`src/rtl/trp_pkg.sv`:
```
package trp_pkg;
   localparam int unsigned RN_W       = 5;
   localparam int unsigned NUM_STACKS = 5;
   localparam int unsigned SCR_BASE   = 16;

   typedef enum logic [RN_W-1:0] {
      RN_TPC     = 5'd0,
      RN_TNPC    = 5'd1,
      RN_TSTATE  = 5'd2,
      RN_TTYPE   = 5'd3,
      RN_HTSTATE = 5'd4,
      RN_TBASE   = 5'd5,
      RN_PSTATE  = 5'd6,
      RN_TLEVEL  = 5'd7,
      RN_HSTATE  = 5'd8,
      RN_FPRS    = 5'd9,
      RN_STRAND  = 5'd10,
      RN_PCTX    = 5'd11,
      RN_SCTX    = 5'd12,
      RN_PART    = 5'd13,
      RN_LSCTL   = 5'd14
   } reg_num_e;

   localparam logic [63:0] PSTATE_KEEP  = 64'h0000_0000_0000_0BDE;
   localparam logic [63:0] TBASE_KEEP   = ~64'h0000_0000_0000_7FFF;
   localparam logic [63:0] HSTATE_RST   = 64'h0000_0000_0000_0800;
   localparam logic [63:0] STRAND_RST   = 64'h0000_0000_0005_0000;
   localparam logic [63:0] FPRS_FORCE   = 64'h0000_0000_0000_0003;

   localparam int unsigned HS_TLZ   = 0;
   localparam int unsigned HS_HPRIV = 2;
   localparam int unsigned HS_RED   = 5;
   localparam int unsigned PS_PRIV  = 2;
   localparam int unsigned PS_AM    = 3;
endpackage

```
`src/rtl/trp_stack.sv`:
```
module trp_stack #(
   parameter int unsigned DEPTH  = 6,
   parameter int unsigned DATA_W = 64,
   parameter int unsigned IDX_W  = (DEPTH > 1) ? $clog2(DEPTH) : 1
) (
   input  logic              clk,
   input  logic              rst_n,
   input  logic              we,
   input  logic [IDX_W-1:0]  idx,
   input  logic [DATA_W-1:0] wdata,
   output logic [DATA_W-1:0] rdata
);
   localparam logic [IDX_W-1:0] LAST = IDX_W'(DEPTH - 1);

   logic [DATA_W-1:0] ent_q [DEPTH];
   logic              in_range;

   assign in_range = (idx <= LAST);

   always_ff @(posedge clk or negedge rst_n) begin
      if (!rst_n) begin
         for (int i = 0; i < DEPTH; i++) ent_q[i] <= '0;
      end else if (we && in_range) begin
         ent_q[idx] <= wdata;
      end
   end

   assign rdata = in_range ? ent_q[idx] : '0;
endmodule

```
`src/rtl/trp_decode.sv`:
```
module trp_decode
   import trp_pkg::*;
#(
   parameter int unsigned MAX_TL  = 6,
   parameter int unsigned TL_W    = 3,
   parameter int unsigned NUM_SCR = 8,
   parameter int unsigned SCR_IW  = $clog2(NUM_SCR)
) (
   input  logic [RN_W-1:0]   reg_num,
   input  logic [TL_W-1:0]   tl,
   output logic              is_stack,
   output logic              scr_hit,
   output logic [SCR_IW-1:0] scr_idx,
   output logic              legal
);
   localparam logic [RN_W:0]   SCR_LO   = (RN_W+1)'(SCR_BASE);
   localparam logic [RN_W:0]   SCR_HI   = (RN_W+1)'(SCR_BASE + NUM_SCR);
   localparam logic [TL_W-1:0] TL_TOP   = TL_W'(MAX_TL);
   localparam logic [RN_W-1:0] STK_LAST = RN_W'(NUM_STACKS);

   logic [RN_W:0] rn_ext;
   logic          stk_ok;
   logic          fixed_hit;

   assign rn_ext    = {1'b0, reg_num};
   assign is_stack  = (reg_num < STK_LAST);
   assign stk_ok    = (tl != '0) && (tl <= TL_TOP);
   assign fixed_hit = (reg_num >= RN_TBASE) && (reg_num <= RN_LSCTL);
   assign scr_hit   = (rn_ext >= SCR_LO) && (rn_ext < SCR_HI);
   assign scr_idx   = reg_num[SCR_IW-1:0];
   assign legal     = (is_stack && stk_ok) || fixed_hit || scr_hit;
endmodule

```
`src/rtl/trp_mmu_pack.sv`:
```
module trp_mmu_pack #(
   parameter int unsigned TL_W = 3
) (
   input  logic            hpriv,
   input  logic            red,
   input  logic            priv,
   input  logic            am,
   input  logic [1:0]      lsu_bits,
   input  logic [7:0]      part,
   input  logic [TL_W-1:0] tl,
   input  logic [15:0]     pctx,
   input  logic [15:0]     sctx,
   output logic [63:0]     word
);
   logic [2:0] tl3;

   if (TL_W >= 3) begin : g_tl_wide
      assign tl3 = tl[2:0];
   end else begin : g_tl_narrow
      assign tl3 = 3'(tl);
   end

   always_comb begin
      word        = '0;
      word[0]     = hpriv;
      word[1]     = red;
      word[2]     = priv;
      word[3]     = am;
      word[5:4]   = lsu_bits;
      word[15:8]  = part;
      word[18:16] = tl3;
      word[47:32] = pctx;
      word[63:48] = sctx;
   end
endmodule

```
`src/rtl/trap_priv_regfile.sv`:
```
module trap_priv_regfile
   import trp_pkg::*;
#(
   parameter int unsigned DATA_W  = 64,
   parameter int unsigned MAX_TL  = 6,
   parameter int unsigned TL_W    = 3,
   parameter int unsigned NUM_SCR = 8
) (
   input  logic              clk,
   input  logic              rst_n,
   input  logic              rd_en,
   input  logic              wr_en,
   input  logic [4:0]        reg_num,
   input  logic [63:0]       wr_data,
   output logic [63:0]       rd_data,
   output logic              access_err,
   output logic [63:0]       mmu_ctl,
   output logic              tlz_irq
);
   localparam int unsigned IDX_W  = (MAX_TL > 1) ? $clog2(MAX_TL) : 1;
   localparam int unsigned SCR_IW = $clog2(NUM_SCR);

   // elaboration-time parameter checks
   if (DATA_W != 64) begin : g_bad_data_w
      $error("trap_priv_regfile: DATA_W must be 64");
   end
   if (MAX_TL < 1 || MAX_TL >= (1 << TL_W)) begin : g_bad_max_tl
      $error("trap_priv_regfile: MAX_TL must be 1..2**TL_W-1");
   end
   if (NUM_SCR < 2 || NUM_SCR > 16) begin : g_bad_num_scr
      $error("trap_priv_regfile: NUM_SCR must be 2..16");
   end
   if (IDX_W > TL_W) begin : g_bad_idx_w
      $error("trap_priv_regfile: stack index wider than trap level");
   end

   logic [DATA_W-1:0] tba_q, pst_q, hps_q, fprs_q, strand_q;
   logic [DATA_W-1:0] pctx_q, sctx_q, part_q, lsctl_q;
   logic [TL_W-1:0]   tl_q;
   logic              tlz_q;
   logic [DATA_W-1:0] scr_q  [NUM_SCR];
   logic [DATA_W-1:0] stk_rd [NUM_STACKS];

   logic              is_stack, scr_hit, legal, wr_ok;
   logic [SCR_IW-1:0] scr_idx;
   logic [IDX_W-1:0]  stk_idx;
   logic [TL_W-1:0]   tl_minus1;
   logic [DATA_W-1:0] rd_val;

   trp_decode #(
      .MAX_TL (MAX_TL),
      .TL_W   (TL_W),
      .NUM_SCR(NUM_SCR),
      .SCR_IW (SCR_IW)
   ) u_decode (
      .reg_num (reg_num),
      .tl      (tl_q),
      .is_stack(is_stack),
      .scr_hit (scr_hit),
      .scr_idx (scr_idx),
      .legal   (legal)
   );

   assign wr_ok      = wr_en && legal;
   assign access_err = (rd_en || wr_en) && !legal;
   assign tl_minus1  = tl_q - TL_W'(1);
   assign stk_idx    = tl_minus1[IDX_W-1:0];

   // one stack per saved-state kind, all indexed by TL-1
   for (genvar s = 0; s < NUM_STACKS; s++) begin : g_stk
      trp_stack #(
         .DEPTH (MAX_TL),
         .DATA_W(DATA_W),
         .IDX_W (IDX_W)
      ) u_stack (
         .clk  (clk),
         .rst_n(rst_n),
         .we   (wr_ok && is_stack && (reg_num == RN_W'(s))),
         .idx  (stk_idx),
         .wdata(wr_data),
         .rdata(stk_rd[s])
      );
   end

   for (genvar k = 0; k < NUM_SCR; k++) begin : g_scr
      always_ff @(posedge clk or negedge rst_n) begin
         if (!rst_n)                                   scr_q[k] <= '0;
         else if (wr_ok && scr_hit && scr_idx == SCR_IW'(k)) scr_q[k] <= wr_data;
      end
   end

   always_ff @(posedge clk or negedge rst_n) begin
      if (!rst_n) begin
         tba_q    <= '0;
         pst_q    <= '0;
         hps_q    <= HSTATE_RST;
         fprs_q   <= '0;
         strand_q <= STRAND_RST;
         pctx_q   <= '0;
         sctx_q   <= '0;
         part_q   <= '0;
         lsctl_q  <= '0;
         tl_q     <= '0;
      end else if (wr_ok) begin
         case (reg_num)
            RN_TBASE:  tba_q    <= wr_data & TBASE_KEEP;
            RN_PSTATE: pst_q    <= wr_data & PSTATE_KEEP;
            RN_TLEVEL: tl_q     <= wr_data[TL_W-1:0];
            RN_HSTATE: hps_q    <= wr_data;
            RN_FPRS:   fprs_q   <= wr_data;
            RN_STRAND: strand_q <= wr_data;
            RN_PCTX:   pctx_q   <= wr_data;
            RN_SCTX:   sctx_q   <= wr_data;
            RN_PART:   part_q   <= wr_data;
            RN_LSCTL:  lsctl_q  <= wr_data;
            default:   ;
         endcase
      end
   end

   // trap-level-zero request, re-evaluated on every trap-level write
   always_ff @(posedge clk or negedge rst_n) begin
      if (!rst_n) begin
         tlz_q <= 1'b0;
      end else if (wr_ok && reg_num == RN_TLEVEL) begin
         tlz_q <= hps_q[HS_TLZ] && !hps_q[HS_HPRIV] && (wr_data[TL_W-1:0] == '0);
      end
   end
   assign tlz_irq = tlz_q;

   always_comb begin
      rd_val = '0;
      if (is_stack) begin
         for (int s = 0; s < NUM_STACKS; s++) begin
            if (reg_num == RN_W'(s)) rd_val = stk_rd[s];
         end
      end else if (scr_hit) begin
         rd_val = scr_q[scr_idx];
      end else begin
         case (reg_num)
            RN_TBASE:  rd_val = tba_q;
            RN_PSTATE: rd_val = pst_q;
            RN_TLEVEL: rd_val = DATA_W'(tl_q);
            RN_HSTATE: rd_val = hps_q;
            RN_FPRS:   rd_val = fprs_q | FPRS_FORCE;
            RN_STRAND: rd_val = strand_q;
            RN_PCTX:   rd_val = pctx_q;
            RN_SCTX:   rd_val = sctx_q;
            RN_PART:   rd_val = part_q;
            RN_LSCTL:  rd_val = lsctl_q;
            default:   rd_val = '0;
         endcase
      end
   end
   assign rd_data = (rd_en && legal) ? rd_val : '0;

   trp_mmu_pack #(.TL_W(TL_W)) u_mmu_pack (
      .hpriv   (hps_q[HS_HPRIV]),
      .red     (hps_q[HS_RED]),
      .priv    (pst_q[PS_PRIV]),
      .am      (pst_q[PS_AM]),
      .lsu_bits(lsctl_q[3:2]),
      .part    (part_q[7:0]),
      .tl      (tl_q),
      .pctx    (pctx_q[15:0]),
      .sctx    (sctx_q[15:0]),
      .word    (mmu_ctl)
   );
endmodule

```
`config.mk`:
```
export PLATFORM = sky130hd
export DESIGN_NAME = trap_priv_regfile
export DESIGN_NICKNAME = d
export VERILOG_FILES = /design/src/rtl/trp_pkg.sv /design/src/rtl/trp_stack.sv /design/src/rtl/trp_decode.sv /design/src/rtl/trp_mmu_pack.sv /design/src/rtl/trap_priv_regfile.sv
export SDC_FILE = /design/constraint.sdc
export NUM_CORES = 2
export LEC_CHECK = 0
export ABC_AREA = 0
export CAP_MARGIN = 20
export CORE_ASPECT_RATIO = 0.8
export CORE_MARGIN = 2
export CORE_UTILIZATION = 35
export DETAILED_ROUTE_END_ITERATION = 7
export PLACE_DENSITY_LB_ADDON = 0.25
export SETUP_SLACK_MARGIN = 0.15
export SLEW_MARGIN = 20
export SYNTH_ARGS = -nofsm -noshare
export SYNTH_HDL_FRONTEND = slang
export SYNTH_SLANG_ARGS = --single-unit
export TNS_END_PERCENT = 10
```
`constraint.sdc`:
```
create_clock -name clk -period 8.8 [get_ports clk]
set_input_delay 1.76 -clock clk [delete_from_list [all_inputs] [get_ports clk]]
set_output_delay 1.76 -clock clk [all_outputs]
set_load 0.03 [all_outputs]
```
[Yosys cells after proc, flatten, opt, wreduce, memory -nomap -nowiden]
Index checks and enable logic that the tools add are counted.
Widths: inputs -> output; s select.
Storage, ports and cells
  register bits after elaboration: 2942
  input port bits: 73
  output and inout port bits: 130
  logic and storage cells: 172
Operators by class
  add/sub/neg operators: 1
  $lt $le $gt $ge: 10
  equal/unequal tests: 21
  muxes and demuxes: 39
  bitwise gates (word level): 2
  reduce and logical (&&, ||, !) cells: 50
Operators by type and width (count)
  $bwmux 384: 5
  $mux 64: 26
  $bmux 64 s3: 6
  $pmux 64 s10: 1
  $demux 64 s3: 1
  $eq 5x4->1 const B: 7
  $logic_and 1x1->1: 31
  $eq 5x3->1 const B: 4
  $reduce_and 2->1: 10
  $eq 3x3->1 const B: 4
  $eq 5x2->1 const B: 2
  $ge 4x4->1 const B: 2
  $not 3->4: 2
  $eq 3x2->1 const B: 2
  $le 3x3->1 const B: 2
  $logic_not 3->1: 2
  $eq 5x1->1 const B: 1
  $ge 5x3->1 const B: 1
  $ge 5x5->1 const B: 1
  $le 5x4->1 const B: 1
  $logic_not 5->1: 1
  $lt 5x3->1 const B: 1
  $lt 5x5->1 const B: 1
  $lt 4x1->1 const B: 1
  other kinds (5): 8

[Longest topological paths before layout]
  word-level depth: 13
  depth in mapped cells: 16

[Modules after synthesis]
From an unflattened synthesis, not the netlist that was laid out.
Second synthesis, totals
  cell total of the unflattened synthesis: 9644
  area, all modules: 136383.3 um^2
By module, submodules not included
  trp_stack at g_stk[0].u_stack ...: times used 4, cells each 1236, area each 17498.0 um^2, sequential area each 9609.2 um^2
  trap_priv_regfile: times used 1, cells each 3388, area each 48333.9 um^2, sequential area each 25528.2 um^2
  trp_stack at g_stk[4].u_stack: times used 1, cells each 1236, area each 17495.5 um^2, sequential area each 9609.2 um^2
  trp_mmu_pack: times used 1, cells each 65, area each 484.2 um^2, sequential area each 0.0 um^2
  trp_decode: times used 1, cells each 11, area each 77.6 um^2, sequential area each 0.0 um^2

[Least setup slack after synthesis]
OpenSTA, ideal clock, no wires.
  path kind: input port to output port
  start: input port reg_num[3]
  end: output port rd_data[8]
  arrival time: 4.377 ns
  data required time: 7.040 ns
  setup slack: 2.663 ns
  stages on the path: 9
  buffers on the path: 3
  path through: buf_2 or3b_2 clkbuf_1 nor2_1 clkbuf_1 a22oi_1 o311ai_0 nor3_1 nor4_1
On the way
  longest elaborated chain between the ends: 8
  elaborated cells on any way between the ends: 35
RTL lines
  start: declaration: line trap_priv_regfile.sv:13  | input logic [4:0] reg_num,
  $logic_not 5->1: line trap_priv_regfile.sv:135  | if (reg_num == RN_W'(s)) rd_val = stk_rd[s];
  $mux 64 (5 in a row): line trap_priv_regfile.sv:135
  $mux 64: line trap_priv_regfile.sv:133  | if (is_stack) begin
  $mux 64 *: line trap_priv_regfile.sv:155  | assign rd_data = (rd_en && legal) ? rd_val : '0;
  end: declaration: line trap_priv_regfile.sv:15  | output logic [63:0] rd_data,
Mark *: on every way between the ends. The rest lies on a longest branch, timed or not.

[Worst setup path after layout]
  start: register tl_q[0]
  end: output port rd_data[1]
On the way
  longest elaborated chain between the ends: 13
  elaborated cells on any way between the ends: 37
RTL lines
  start: declaration: line trap_priv_regfile.sv:39  | logic [TL_W-1:0] tl_q;
  start signal: assignment: line trap_priv_regfile.sv:108  | RN_TLEVEL: tl_q <= wr_data[TL_W-1:0];
  $sub 3x1->3: line trap_priv_regfile.sv:66  | assign tl_minus1 = tl_q - TL_W'(1);
  $not 3->4 (implied by the code): line trp_stack.sv:28  | assign rdata = in_range ? ent_q[idx] : '0;
  $bmux 64 s3: line trp_stack.sv:28
  $mux 64 (implied by the code) (2 in a row): line trp_stack.sv:28
  $mux 64: line trp_stack.sv:28
  $mux 64 (5 in a row): line trap_priv_regfile.sv:135
  $mux 64: line trap_priv_regfile.sv:133
  $mux 64 *: line trap_priv_regfile.sv:155
Mark *: on every way between the ends. The rest lies on a longest branch, timed or not. The select of a mux whose other input is x is not followed.

==> metrics.md <==
| Metric | Value |
|---|---|
| CTS resizes | `0` |
| Combinational family with the most area after synthesis | `multiplexers` |
| Fillers | `35219` |
| Hold Fails Final Rpt | `0` |
| Ys async rst share | `100%` |
| H-tree depth | `5` |
| CTS tree | `done` |
| Final core occ | `39.9%` |
| Worst hold path class | `reg2reg` |
| Cell family with most CP delay | `buffers and inverters` |
| Final Instance Area | `152000 µm²` |
| Final net count | `9429` |
| Synthesized area | `134000 µm²` |
| ANT nets after route | `0` |
| Worst Path Required | `7.04 ns` |
| Max-slew violations | `0` |
| Slew @ Worst Pin | `between 1 and 1.5 ns` |
| Initial drt markers | `around 8600` |
| Cts bufs inserted | `328` |
| LEAKAGE | `70.8 nW` |
| Port buffer count | `187` |
| Sequential area share after synthesis | `54.9%` |
| Crit path max fanout | `23` |
| Largest net degree at the start of global routing | `178` |
| Worst-Skew Late Latency | `0.95 ns` |
| Commonest cells after routing, fill and taps aside | `dfrtp_1 (2936), mux2_2 (2921), mux2i_1 (414)` |
| Fraction of synthesized area in multiplexers | `33.5%` |
| Drt pass-1 iters | `8` |
| Core Region | `approximately 380000 µm²` |
| Vias in the first global route | `87943` |
| Synth Flop Type | `dfrtp_1` |
| Layout cells sized above 1 | `44.2%` |
| Post-synth EDFFs | `0` |
| Max_cap viols | `0` |
| GR Overflow Total | `0` |
| Commonest non-fill, non-tap cell in the layout | `dfrtp_1` |
| Die area | `around 390000 µm²` |
| Crit end category | `primary output` |
| Via count | `86591` |
| Placed instance count | `14146` |
| Initial antenna violation count | `52` |
| Hold path cells | `1` |
| Final WL | `484000 µm` |
| Clock Sinks | `2940` |
| Synth cell types | `78` |
| Worst Path Buf+Inv | `3` |
| Synthesized flop and latch total | `2940` |
| Synthesized area per cell | `approximately 14 µm²` |
| Headroom to the max-slew limit | `18.0%` |
| CP Cell Sequence | `inv_1 -> ha_1 -> xor2_4 -> buf_4 -> mux4_2 -> a21oi_1 -> nand2b_1 -> nand4_1 -> a32o_1 -> clkdlybuf4s50_1` |
| Vias per std cell | `roughly 6` |
| Crit path DAT | `between 6 and 7 ns` |
| Clk_skew | `0.0441 ns` |
| Worst reg-to-reg path cell count | `9` |
| Compound-Gate Fraction of Synth Area | `under 10%` |
| Simple-Gate Fraction of Synth Area | `2.36%` |
| Post-synthesis xor/xnor area fraction | `0.0243%` |
| Per-cell routed wire length | `roughly 33 µm` |
| Pre-CTS setup slack | `~1.1 ns` |
| Minimum clock period | `8.34 ns` |
| Failing checks | `DRC` |
| Root buffer selected by CTS | `clkbuf_16` |
| Outcome | `finished, violations left` |
| First-pass GRT wire length | `687000 µm` |
| CP Launch Type | `register` |
| Total Routing Usage GR | `24.5%` |
| WS Path Type | `reg2out` |
| Worst-path clk slew | `around 0.060 ns` |
| Final WS setup | `roughly 0.46 ns` |
| Fmax | `120 MHz` |
| Area growth syn-to-layout | `13.5%` |
| RSZ-0062 raised after global routing | `no` |
| Starting Density | `between 30% and 40%` |
| Setup Buffers After CTS | `0` |
| PwrDens | `226 nW/µm²` |
| Final Cycle Share | `94.8%` |
| Final setup viols | `0` |
| Setup_tns | `0 ns` |
| Max stage delay cell, worst path | `xor2_4` |
| Adder-cell share of the synthesized area | `0.0280%` |
| Post-synthesis instance total | `roughly 9600` |
| Critical Path Stages | `10` |
| Yosys warning count | `0` |
| Non-filler cells, final | `~15000` |
| Slowest stage delay, CP | `around 0.96 ns` |
| Ports | `203` |
| # DRC | `6` |
| Maximum vdd drop | `between 150 and 200 µV` |
| Placed Area | `141000 µm²` |
| Row Count | `203` |
| Final HPWL from detailed placement | `294000 µm` |
| Die W | `between 600 and 700 µm` |
| Hold Buf Count CTS | `0` |
| Placer Congestion | `0.871` |
| Die Y | `558 µm` |
| Clk buf depth | `4` |
## final timing paths
path / from / endpoint / slack [ns]
setup / recovery: tl_q[0] / rd_data[1] / 0.46
max in group asynchronous: rst_n / g_stk[2].u_stack.ent_q[37] / 5.87
setup reg to reg: tl_q[0] / g_stk[1].u_stack.ent_q[323] / 2.45
min in group asynchronous: rst_n / g_stk[0].u_stack.ent_q[375] / 0.82
hold / removal: g_stk[3].u_stack.ent_q[136] / g_stk[3].u_stack.ent_q[136] / 0.48
hold reg to reg: g_stk[3].u_stack.ent_q[136] / g_stk[3].u_stack.ent_q[136] / 0.48
## cell families after synthesis
group           count (synthesis)
fa+ha+maj                       3
flops                        2940
mux                          3737
simple gates                  650
buf+inv                      1052
compound gates               1167
xor+xnor                        2
other cells                     1
## power by group
| part | total (W) | leakage [nW] | internal, W | switching, W |
|---|---|---|---|---|
| Combinational | 0.00515 | 25.4 | 0.00190 | 0.00325 |
| Sequential | 0.0152 | 40.0 | 0.0145 | 0.000613 |
| Clock | 0.0141 | 5.42 | 0.00827 | 0.00579 |
## worst reg2reg max path, cell delays in order (launching register included)
cell     delay [ns]
dfrtp_4        0.77
inv_1          0.47
ha_4           0.52
buf_4          0.41
nand3_1        0.83
buf_4          0.52
nor2_1         0.72
nand2_4        0.70
buf_4          0.66
mux2_2         0.60
## cells in the mapped netlist, types with 5 or more instances
library cell     n  area share (%)
o21ai_1         15           0.056
mux2i_1        414             3.1
a2111oi_0       16            0.10
nand3_1         83            0.31
or3_1           17           0.079
a21o_1           5           0.028
a211oi_1        55            0.31
nand2_1        246            0.69
dfrtp_1       2937              55
a22o_1          14           0.091
o211ai_1        14           0.078
and3_1          23            0.11
mux2_1         103            0.86
nor2b_1          8           0.037
o221ai_1        63            0.41
o32ai_1          5           0.033
a22oi_1        123            0.69
clkbuf_1       511             1.4
nand4_1          8           0.037
mux4_2         299             5.0
a222oi_1        53            0.40
buf_1          109            0.31
nor2_1          63            0.18
o22ai_1        122            0.57
buf_2          306             1.1
mux2_2        2921              25
buf_6            6           0.050
nand2b_1        14           0.065
a21oi_1        276             1.0
nor3_1         131            0.49
buf_4          112            0.63
nor4_1          18           0.084
o21ai_0        272             1.0
nor2_4           5           0.042
a221oi_1        17            0.11
a311o_1         14            0.10
o22a_1          25            0.16
a31oi_1         32            0.15
inv_1            8           0.022
## registers in the layout, indices dropped and copies added (netlist names), 49 cells and up
| register | flops |
|---|---|
| g_stk.u_stack.ent_q | 1920 |
| scr_q | 512 |
| hps_q | 64 |
| lsctl_q | 64 |
| part_q | 64 |
| pctx_q | 64 |
| sctx_q | 64 |
| strand_q | 64 |
| fprs_q | 62 |
| tba_q | 49 |
## metrics by stage
| stage | total power [W] | hold WS (ns) |
|---|---|---|
| finish | 0.0344 | 0.482 |
| global route | 0.0355 | 0.495 |
| CTS | 0.0345 | 0.484 |
| detailed placement | 0.0205 | 0.471 |
| global placement | 0.0203 | 0.461 |
| floorplan | 0.0182 | 0.452 |
## final cells by class
type / instances / area [µm²] / area share (%)
Sequential cell: 2940 / 73600 / 48.3
Multi-Input combinational cell: 5574 / 56300 / 37.0
Clock buffer: 502 / 9940 / 6.53
Tap cell: 5125 / 6410 / 4.21
Timing Repair Buffer: 501 / 4900 / 3.22
Clock inverter: 89 / 1050 / 0.689
Antenna cell: 22 / 55.1 / 0.0361
Inverter: 8 / 30.0 / 0.0197
## metal layers
layer	share of wire (%)	global-route usage, %	up-vias	wire length, µm
met5	0.031	0	-	150
met4	3.8	8.19	24	18300
met3	8.5	5.96	871	41000
met2	43	36.2	3563	210000
met1	44	35.3	47341	215000
li1	-	-	34792	-
No activity file was read; power rests on OpenSTA's default activity.
